**config.mk**
```make
export PLATFORM = sky130hd
export DESIGN_NAME = inc_decoder_top
export DESIGN_NICKNAME = d
export VERILOG_FILES = /design/src/rtl/inc_dec_pkg.sv /design/src/rtl/inc_form_classify.sv /design/src/rtl/inc_size_pick.sv /design/src/rtl/inc_dest_pick.sv /design/src/rtl/inc_decoder_top.sv
export SDC_FILE = /design/constraint.sdc
export NUM_CORES = 1
export LEC_CHECK = 0
export ABC_AREA = 1
export CORE_AREA = 2 2 39 41
export DETAILED_ROUTE_END_ITERATION = 12
export DIE_AREA = 0 0 41 43
export DONT_BUFFER_PORTS = 1
export HOLD_SLACK_MARGIN = 0.08
export PLACE_DENSITY = 0.58
export SYNTH_ARGS = -nofsm -noshare
export SYNTH_HDL_FRONTEND = slang
export SYNTH_SLANG_ARGS = --single-unit
```
**constraint.sdc**
```tcl
create_clock -name clk -period 0.9 [get_ports clk]
set_input_delay 0.09 -clock clk [delete_from_list [all_inputs] [get_ports clk]]
set_output_delay 0.09 -clock clk [all_outputs]
set_load 0.01 [all_outputs]
```
**src/rtl/inc_dec_pkg.sv**
```systemverilog
// Package: shared types and constants for the increment decoder.
// Assumes opcode and ModRM are byte-wide and the register index is 4 bits.
package inc_dec_pkg;
    localparam int OPC_W      = 8;
    localparam int IDX_W      = 4;
    localparam int LOW_IDX_W  = IDX_W - 1;
    localparam logic [OPC_W-1:0] OPC_BYTE  = 8'hFE;
    localparam logic [OPC_W-1:0] OPC_FULL  = 8'hFF;
    localparam logic [OPC_W-LOW_IDX_W-1:0] SHORT_HI = 5'b01000;
    localparam logic [1:0] MOD_REG = 2'b11;

    typedef enum logic [1:0] {SZ8 = 2'b00, SZ16 = 2'b01, SZ32 = 2'b10, SZ64 = 2'b11} opsz_e;
    typedef enum logic [1:0] {F_NONE, F_SHORT, F_BYTE, F_FULL} form_e;
endpackage

```
**src/rtl/inc_form_classify.sv**
```systemverilog
// Module: decides which increment encoding (if any) the opcode/ModRM pair is.
// Assumes mode64 is stable for the cycle; 40h..47h are prefixes in 64-bit mode.
module inc_form_classify
    import inc_dec_pkg::*;
(
    input  logic             mode64,
    input  logic [OPC_W-1:0] opcode,
    input  logic [OPC_W-1:0] modrm,
    output form_e            form
);
    logic reg_field_zero;
    assign reg_field_zero = (modrm[5:3] == 3'd0);

    // Purpose: map the opcode byte onto one of the increment forms.
    always_comb begin
        form = F_NONE;
        if (opcode == OPC_BYTE && reg_field_zero)
            form = F_BYTE;
        else if (opcode == OPC_FULL && reg_field_zero)
            form = F_FULL;
        else if (!mode64 && opcode[OPC_W-1:LOW_IDX_W] == SHORT_HI)
            form = F_SHORT;
    end
endmodule

```
**src/rtl/inc_size_pick.sv**
```systemverilog
// Module: picks the operand width for a classified increment.
// Assumes REX inputs are meaningful only in 64-bit mode.
module inc_size_pick
    import inc_dec_pkg::*;
(
    input  form_e mode_form,
    input  logic  mode64,
    input  logic  rex_present,
    input  logic  rex_w,
    input  logic  pfx_opsize,
    output opsz_e size
);
    logic wide;
    assign wide = mode64 && rex_present && rex_w;

    // Purpose: byte form is fixed; others default to 32 with 16/64 overrides.
    always_comb begin
        unique case (mode_form)
            F_BYTE:  size = SZ8;
            F_FULL:  size = wide ? SZ64 : (pfx_opsize ? SZ16 : SZ32);
            F_SHORT: size = pfx_opsize ? SZ16 : SZ32;
            default: size = SZ8;
        endcase
    end
endmodule

```
**src/rtl/inc_dest_pick.sv**
```systemverilog
// Module: resolves destination kind, register index and high-byte selection.
// Assumes form is already classified; outputs are zero for F_NONE.
module inc_dest_pick
    import inc_dec_pkg::*;
(
    input  form_e            form,
    input  logic             mode64,
    input  logic             rex_present,
    input  logic             rex_b,
    input  logic [OPC_W-1:0] opcode,
    input  logic [OPC_W-1:0] modrm,
    output logic             dst_mem,
    output logic [IDX_W-1:0] dst_reg,
    output logic             dst_hibyte
);
    logic rex_live;
    assign rex_live = mode64 && rex_present;

    // Purpose: choose memory vs register and build the 4-bit index.
    always_comb begin
        dst_mem    = 1'b0;
        dst_reg    = '0;
        dst_hibyte = 1'b0;
        unique case (form)
            F_SHORT: dst_reg = {1'b0, opcode[LOW_IDX_W-1:0]};
            F_BYTE, F_FULL: begin
                if (modrm[7:6] != MOD_REG) begin
                    dst_mem = 1'b1;
                end else begin
                    dst_reg = {rex_live && rex_b, modrm[LOW_IDX_W-1:0]};
                    dst_hibyte = (form == F_BYTE) && !rex_live && modrm[LOW_IDX_W-1];
                end
            end
            default: ;
        endcase
    end
endmodule

```
**src/rtl/inc_decoder_top.sv**
```systemverilog
// Module: increment instruction decoder top; one-cycle registered result.
// Assumes prefix bits are pre-parsed; no memory-side checks are done here.
module inc_decoder_top
    import inc_dec_pkg::*;
(
    input  logic             clk,
    input  logic             rst_n,
    input  logic             in_valid,
    input  logic             mode64,
    input  logic             pfx_lock,
    input  logic             pfx_opsize,
    input  logic             rex_present,
    input  logic             rex_w,
    input  logic             rex_b,
    input  logic [OPC_W-1:0] opcode,
    input  logic [OPC_W-1:0] modrm,
    output logic             out_valid,
    output logic             is_inc,
    output logic [1:0]       op_size,
    output logic             dst_mem,
    output logic [IDX_W-1:0] dst_reg,
    output logic             dst_hibyte,
    output logic             ud_fault
);
    form_e            form;
    opsz_e            size;
    logic             c_mem, c_hi;
    logic [IDX_W-1:0] c_reg;
    logic             c_inc;

    inc_form_classify u_cls (.mode64(mode64), .opcode(opcode), .modrm(modrm), .form(form));

    inc_size_pick u_size (.mode_form(form), .mode64(mode64), .rex_present(rex_present),
                          .rex_w(rex_w), .pfx_opsize(pfx_opsize), .size(size));

    inc_dest_pick u_dest (.form(form), .mode64(mode64), .rex_present(rex_present),
                          .rex_b(rex_b), .opcode(opcode), .modrm(modrm),
                          .dst_mem(c_mem), .dst_reg(c_reg), .dst_hibyte(c_hi));

    assign c_inc = in_valid && (form != F_NONE);

    // Purpose: register the decode result; clear fields when idle or in reset.
    always_ff @(posedge clk) begin
        if (!rst_n) begin
            out_valid  <= 1'b0;
            is_inc     <= 1'b0;
            op_size    <= 2'b00;
            dst_mem    <= 1'b0;
            dst_reg    <= '0;
            dst_hibyte <= 1'b0;
            ud_fault   <= 1'b0;
        end else begin
            out_valid  <= in_valid;
            is_inc     <= c_inc;
            op_size    <= c_inc ? size : SZ8;
            dst_mem    <= c_inc && c_mem;
            dst_reg    <= c_inc ? c_reg : '0;
            dst_hibyte <= c_inc && c_hi;
            ud_fault   <= c_inc && pfx_lock && !c_mem;
        end
    end

    // Short-form bytes must never decode in 64-bit mode.
    assert_no_short_in_64_R5: assert property (@(posedge clk) disable iff (!rst_n)
        (in_valid && mode64 && opcode[OPC_W-1:LOW_IDX_W] == SHORT_HI) |=> !is_inc && !ud_fault);

    // Width 64 only from a 64-bit mode source cycle.
    assert_wide_needs_64_R3: assert property (@(posedge clk) disable iff (!rst_n)
        (op_size == 2'b11) |-> ($past(mode64) && $past(rex_present) && is_inc));

    // Fault only on a register-destination increment.
    assert_fault_on_reg_R9: assert property (@(posedge clk) disable iff (!rst_n)
        ud_fault |-> (is_inc && !dst_mem));

    // Extended index needs REX in 64-bit mode.
    assert_ext_idx_R6: assert property (@(posedge clk) disable iff (!rst_n)
        dst_reg[IDX_W-1] |-> ($past(mode64) && $past(rex_present)));

    // High-byte flag only for byte register destinations.
    assert_hibyte_R7: assert property (@(posedge clk) disable iff (!rst_n)
        dst_hibyte |-> (op_size == 2'b00 && !dst_mem && is_inc));

    // Idle results are zero.
    assert_idle_zero_R11: assert property (@(posedge clk) disable iff (!rst_n)
        !out_valid |-> (!is_inc && !ud_fault && !dst_mem && dst_reg == '0));
endmodule

```
After elaboration in Yosys (flattened, before gate mapping)
Cells that the tools add are included.
- flip-flop bits (word level): 11
- mux-type cells: 12
- reduce and logical (&&, ||, !) cells: 20
- equality and inequality tests: 7
- operators by type and width (operator ; number):
    == test 8 bit, second input constant ; 2
    logical AND 1 bit ; 13
    two-way mux 2 bit ; 4
    one-hot mux 4 bit (2 select lines) ; 1
    == test 5 x 4 -> 1 bit, second input constant ; 1
    two-way mux 1 bit ; 5
    == test 2 bit, second input constant ; 2
    two-way mux 4 bit ; 1
    one-hot mux 2 bit (2 select lines) ; 1
    zero test 1 bit ; 3
    zero test 3 bit ; 1
    == test 2 x 1 -> 1 bit, second input constant ; 1
    inequality test 2 bit, second input constant ; 1
    AND reduction 2 bit ; 1
    nonzero test 2 bit ; 1
    OR reduction 2 bit ; 1

Logic depth before layout (Yosys ltp)
- word-level depth: 11
- depth in mapped cells: 8
- mapped depth without buffers: 8

Cells and area by module
Synthesis repeated with hierarchy kept, for this count alone.
- cells, all modules: 82
- area, all modules: 530.5 um2
- modules (own cells, without submodules) (module ; cells an instance ; sequential area each (um2) ; area each (um2) ; instances):
    inc_decoder_top ; 36 ; 220.2 ; 321.6 ; 1
    inc_dest_pick ; 20 ; 0.0 ; 88.8 ; 1
    inc_form_classify ; 19 ; 0.0 ; 81.3 ; 1
    inc_size_pick ; 7 ; 0.0 ; 38.8 ; 1

Least setup slack after synthesis
OpenSTA, ideal clock, no wires.
- path type: input port to flip-flop
- start point: input port opcode[3]
- end point: register dst_reg[0]
- path buffers: 0
- data arrival time: 0.665 ns
- setup slack: 0.169 ns
- required time: 0.834 ns
- stages: 5
- cells stage by stage: nor2_1 > nand3_2 > nand2_2 > nand2_4 > a21oi_2
- cells in the longest elaborated chain, start to end: 8
- elaborated cells on any way between the ends: 17
- RTL lines (element ; line ; RTL):
    start, declared ; inc_decoder_top.sv:15 ; input logic [OPC_W-1:0] opcode,
    == test 5 x 4 -> 1 bit ; inc_form_classify.sv:21 ; else if (!mode64 && opcode[OPC_W-1:LOW_IDX_W] == SHORT_HI)
    logical AND 1 bit ; inc_form_classify.sv:21 ;
    two-way mux 1 bit ; inc_form_classify.sv:21 ;
    two-way mux 2 bit ; inc_form_classify.sv:19 ; else if (opcode == OPC_FULL && reg_field_zero)
    two-way mux 2 bit * ; inc_form_classify.sv:17 ; if (opcode == OPC_BYTE && reg_field_zero)
    == test 2 bit or nonzero test 2 bit (tied branches) ; inc_dest_pick.sv:24, inc_decoder_top.sv:40 ;
    OR reduction 2 bit or logical AND 1 bit (tied branches) ; inc_dest_pick.sv:24, inc_decoder_top.sv:40 ;
    one-hot mux 4 bit (2 select lines) or AND reduction 2 bit (tied branches) ; -- ;
    end signal, assigned ; inc_decoder_top.sv:57 ; dst_reg <= c_inc ? c_reg : '0;
    end, declared ; inc_decoder_top.sv:21 ; output logic [IDX_W-1:0] dst_reg,
Every way passes the cells marked *; elsewhere a longest branch is shown, timed or not.
A chain may end at the register's enable or synchronous reset.

==> results.json <==
{
  "yosysWarnings": 0,
  "p_comb_frac": 0.131,
  "netlist.area_leader.share": 0.374,
  "crit_family": "buffers and inverters",
  "switching_share": 0.220,
  "crit_slowest_cell": "dlygate4sd3_1",
  "grtUsageTotal": 0.166,
  "n_antenna_cell": 0,
  "dp_hpwl_um": 955,
  "nFillCells": 146,
  "grt_antenna_before_repair": 0,
  "die-area_mm2": 0.00176,
  "synth_commonest_cells": "inv_1 (15), nor2_1 (13), dfxtp_1 (11), nand2_1 (11), nand4_1 (6)",
  "async_flop_share": 0,
  "seqPwrFrac": 0.533,
  "cts_buffer_depth": 2,
  "cap_viol_max_count": 0,
  "critical_path_required_ns": 1.05,
  "gr-total-overflow": 0,
  "max-slew-margin-rel": 0.878,
  "drt_iter0_markers": 3,
  "io_pins": 36,
  "nets": 122,
  "area_delta_synth_final_pct": 27.4,
  "status": "completed",
  "cp_num_buf_inv": 2,
  "synth_largest_area_cell": "dfxtp_1",
  "wl_per_cell_um": 10.3,
  "crit_type": "in -> reg",
  "cp.arrival_ns": 0.99,
  "synth.distinct_cells": 16,
  "first_pass_iters": 4,
  "numCtsBuffers": 3,
  "synth_ff_type": "dfxtp_1",
  "ys_ff_latch": 11,
  "intPower_mw": 0.719,
  "synth_edf_count": 0,
  "drc": 0,
  "netlist_area_um2": 589,
  "slew_viol_final": 0,
  "avgViaCountPerCell": 4.88,
  "cellPowerDensity_mw_per_mm2": 1230,
  "antenna_left": 0,
  "post-route-period-util": 0.930,
  "setup-violations-final": 0,
  "placementRows": 14,
  "gp_congestion": 0.753,
  "grt_max_degree": 7,
  "yosys-top-cells-area": "dfxtp_1 (37%), inv_1 (9.6%), nor2_1 (8.3%), nand2_1 (7.0%), nand3_2 (6.8%)",
  "clockRootBuffer": "clkbuf_4",
  "finalHoldViolCount": 0,
  "start_util": 0.426,
  "fin_crit_ns": 0.837,
  "synth_fp_nets": 105,
  "max_stage_delay_ns": 0.55,
  "path_clk_slew_ns": 0.06,
  "coreArea_mm2": 0.00138,
  "synth_seq_area_share": 0.374,
  "endpoint_kind": "flip-flop",
  "max-vdd-ir-drop_v": 0.000366,
  "htree_levels": 1,
  "cts_post_setup_buffers_inserted": 0,
  "synthCells": 80,
  "clock-sinks": 11,
  "ctsHoldBuffers": 10,
  "dieHeight_um": 43,
  "die_w_um": 41,
  "largest_reg_flops": 4,
  "grt_first_pass_wirelength_mm": 2.05,
  "power_switching_mw": 0.203,
  "post-place-cells": 98,
  "startpoint_type": "primary input",
  "cts_tree": "done",
  "hold_ws_ns": 0.0649,
  "dr_total_vias": 546,
  "instances_no_fill": 112,
  "routed_wl_mm": 1.15,
  "report.power.total_mw": 0.923,
  "tns_ns": 0,
  "grt_pass1_vias": 523,
  "clock_power_share": 0.336,
  "avgSynthCellArea_um2": 7.37,
  "layout-drive-gt1-share": 0.240,
  "rsz0062_at_grt": "no",
  "yosysMostFrequentCell": "inv_1",
  "dpl_worst_slack_ns": 0.0907,
  "hp-class": "in -> reg",
  "worstPathCellList": "dlygate4sd3_1, nand2_1, inv_2, nand2_4, nor2_1",
  "final.setup.worst_slack_ns": 0.0628,
  "path_max_fanout": 6,
  "fmax_mhz": 1190,
  "worst_pin_slew_ns": 0.181,
  "p_leak_nw": 0.363,
  "numPortBuffers": 0
}
worst paths after layout:
| check | start | to | depth (start not counted) |
|---|---|---|---|
| worst max-delay path | rst_n | ud_fault$_SDFF_PN0_ | 5 |
| worst min-delay path | opcode[5] | dst_reg[1]$_SDFF_PN0_ | 3 |
routing by layer:
layer | up-vias | wire (um) | GRT usage
met4 | 0 | 24 | 0.0800
met5 | - | 0 | 0
met2 | 28 | 570 | 0.259
met1 | 232 | 460 | 0.201
met3 | 4 | 98 | 0.0419
li1 | 282 | - | -
kinds of logic (layout without fill, tap and decap cells):
kind of cell | Yosys count | after routing | synth area share
AO/OA/AOI/OAI | 4 | 4 | 0.0531
flip-flops | 11 | 11 | 0.374
buffers and inverters | 16 | 32 | 0.102
AND/OR/NAND/NOR | 49 | 49 | 0.471
power by group through the flow:
stage / Combinational [mW] / Sequential (mW) / Clock, mW
after floorplan: 0.0681 / 0.502 / 0
after global placement: 0.0831 / 0.503 / 0
after detailed placement: 0.0839 / 0.503 / 0
after CTS: 0.121 / 0.492 / 0.313
after global routing: 0.138 / 0.491 / 0.345
final: 0.121 / 0.492 / 0.310
what timing repair did:
item                                   in CTS  in global routing
endpoints found under the hold margin      10                  3
gates resized for setup                     0                  1
setup endpoints to repair                   0                  6
through the flow:
stage                     utilization  area [um2]
after floorplan                     -         589
after global placement          0.451         624
after detailed placement        0.451         624
after CTS                       0.542         751
after global routing            0.542         751
final                           0.542         751
final cells by class:
cell class	instances	area, um2	area share
sequential	11	220	0.293
inverter	16	60.1	0.0800
tap	16	20.0	0.0267
clock buffer	4	26.3	0.0350
multi-input combinational	53	309	0.412
timing repair buffer	12	115	0.153
cell usage in the layout (no fill, tap or decap), drive strengths merged:
master,instances
nor2,18
inv,16
nand2,15
dfxtp,11
dlygate4sd3,10
nand3,8
nand4,6
clkbuf,4
a21oi,3
nor3,2
buf,2
o21ai,1
Note: power is estimated with default switching activity, not from simulation.
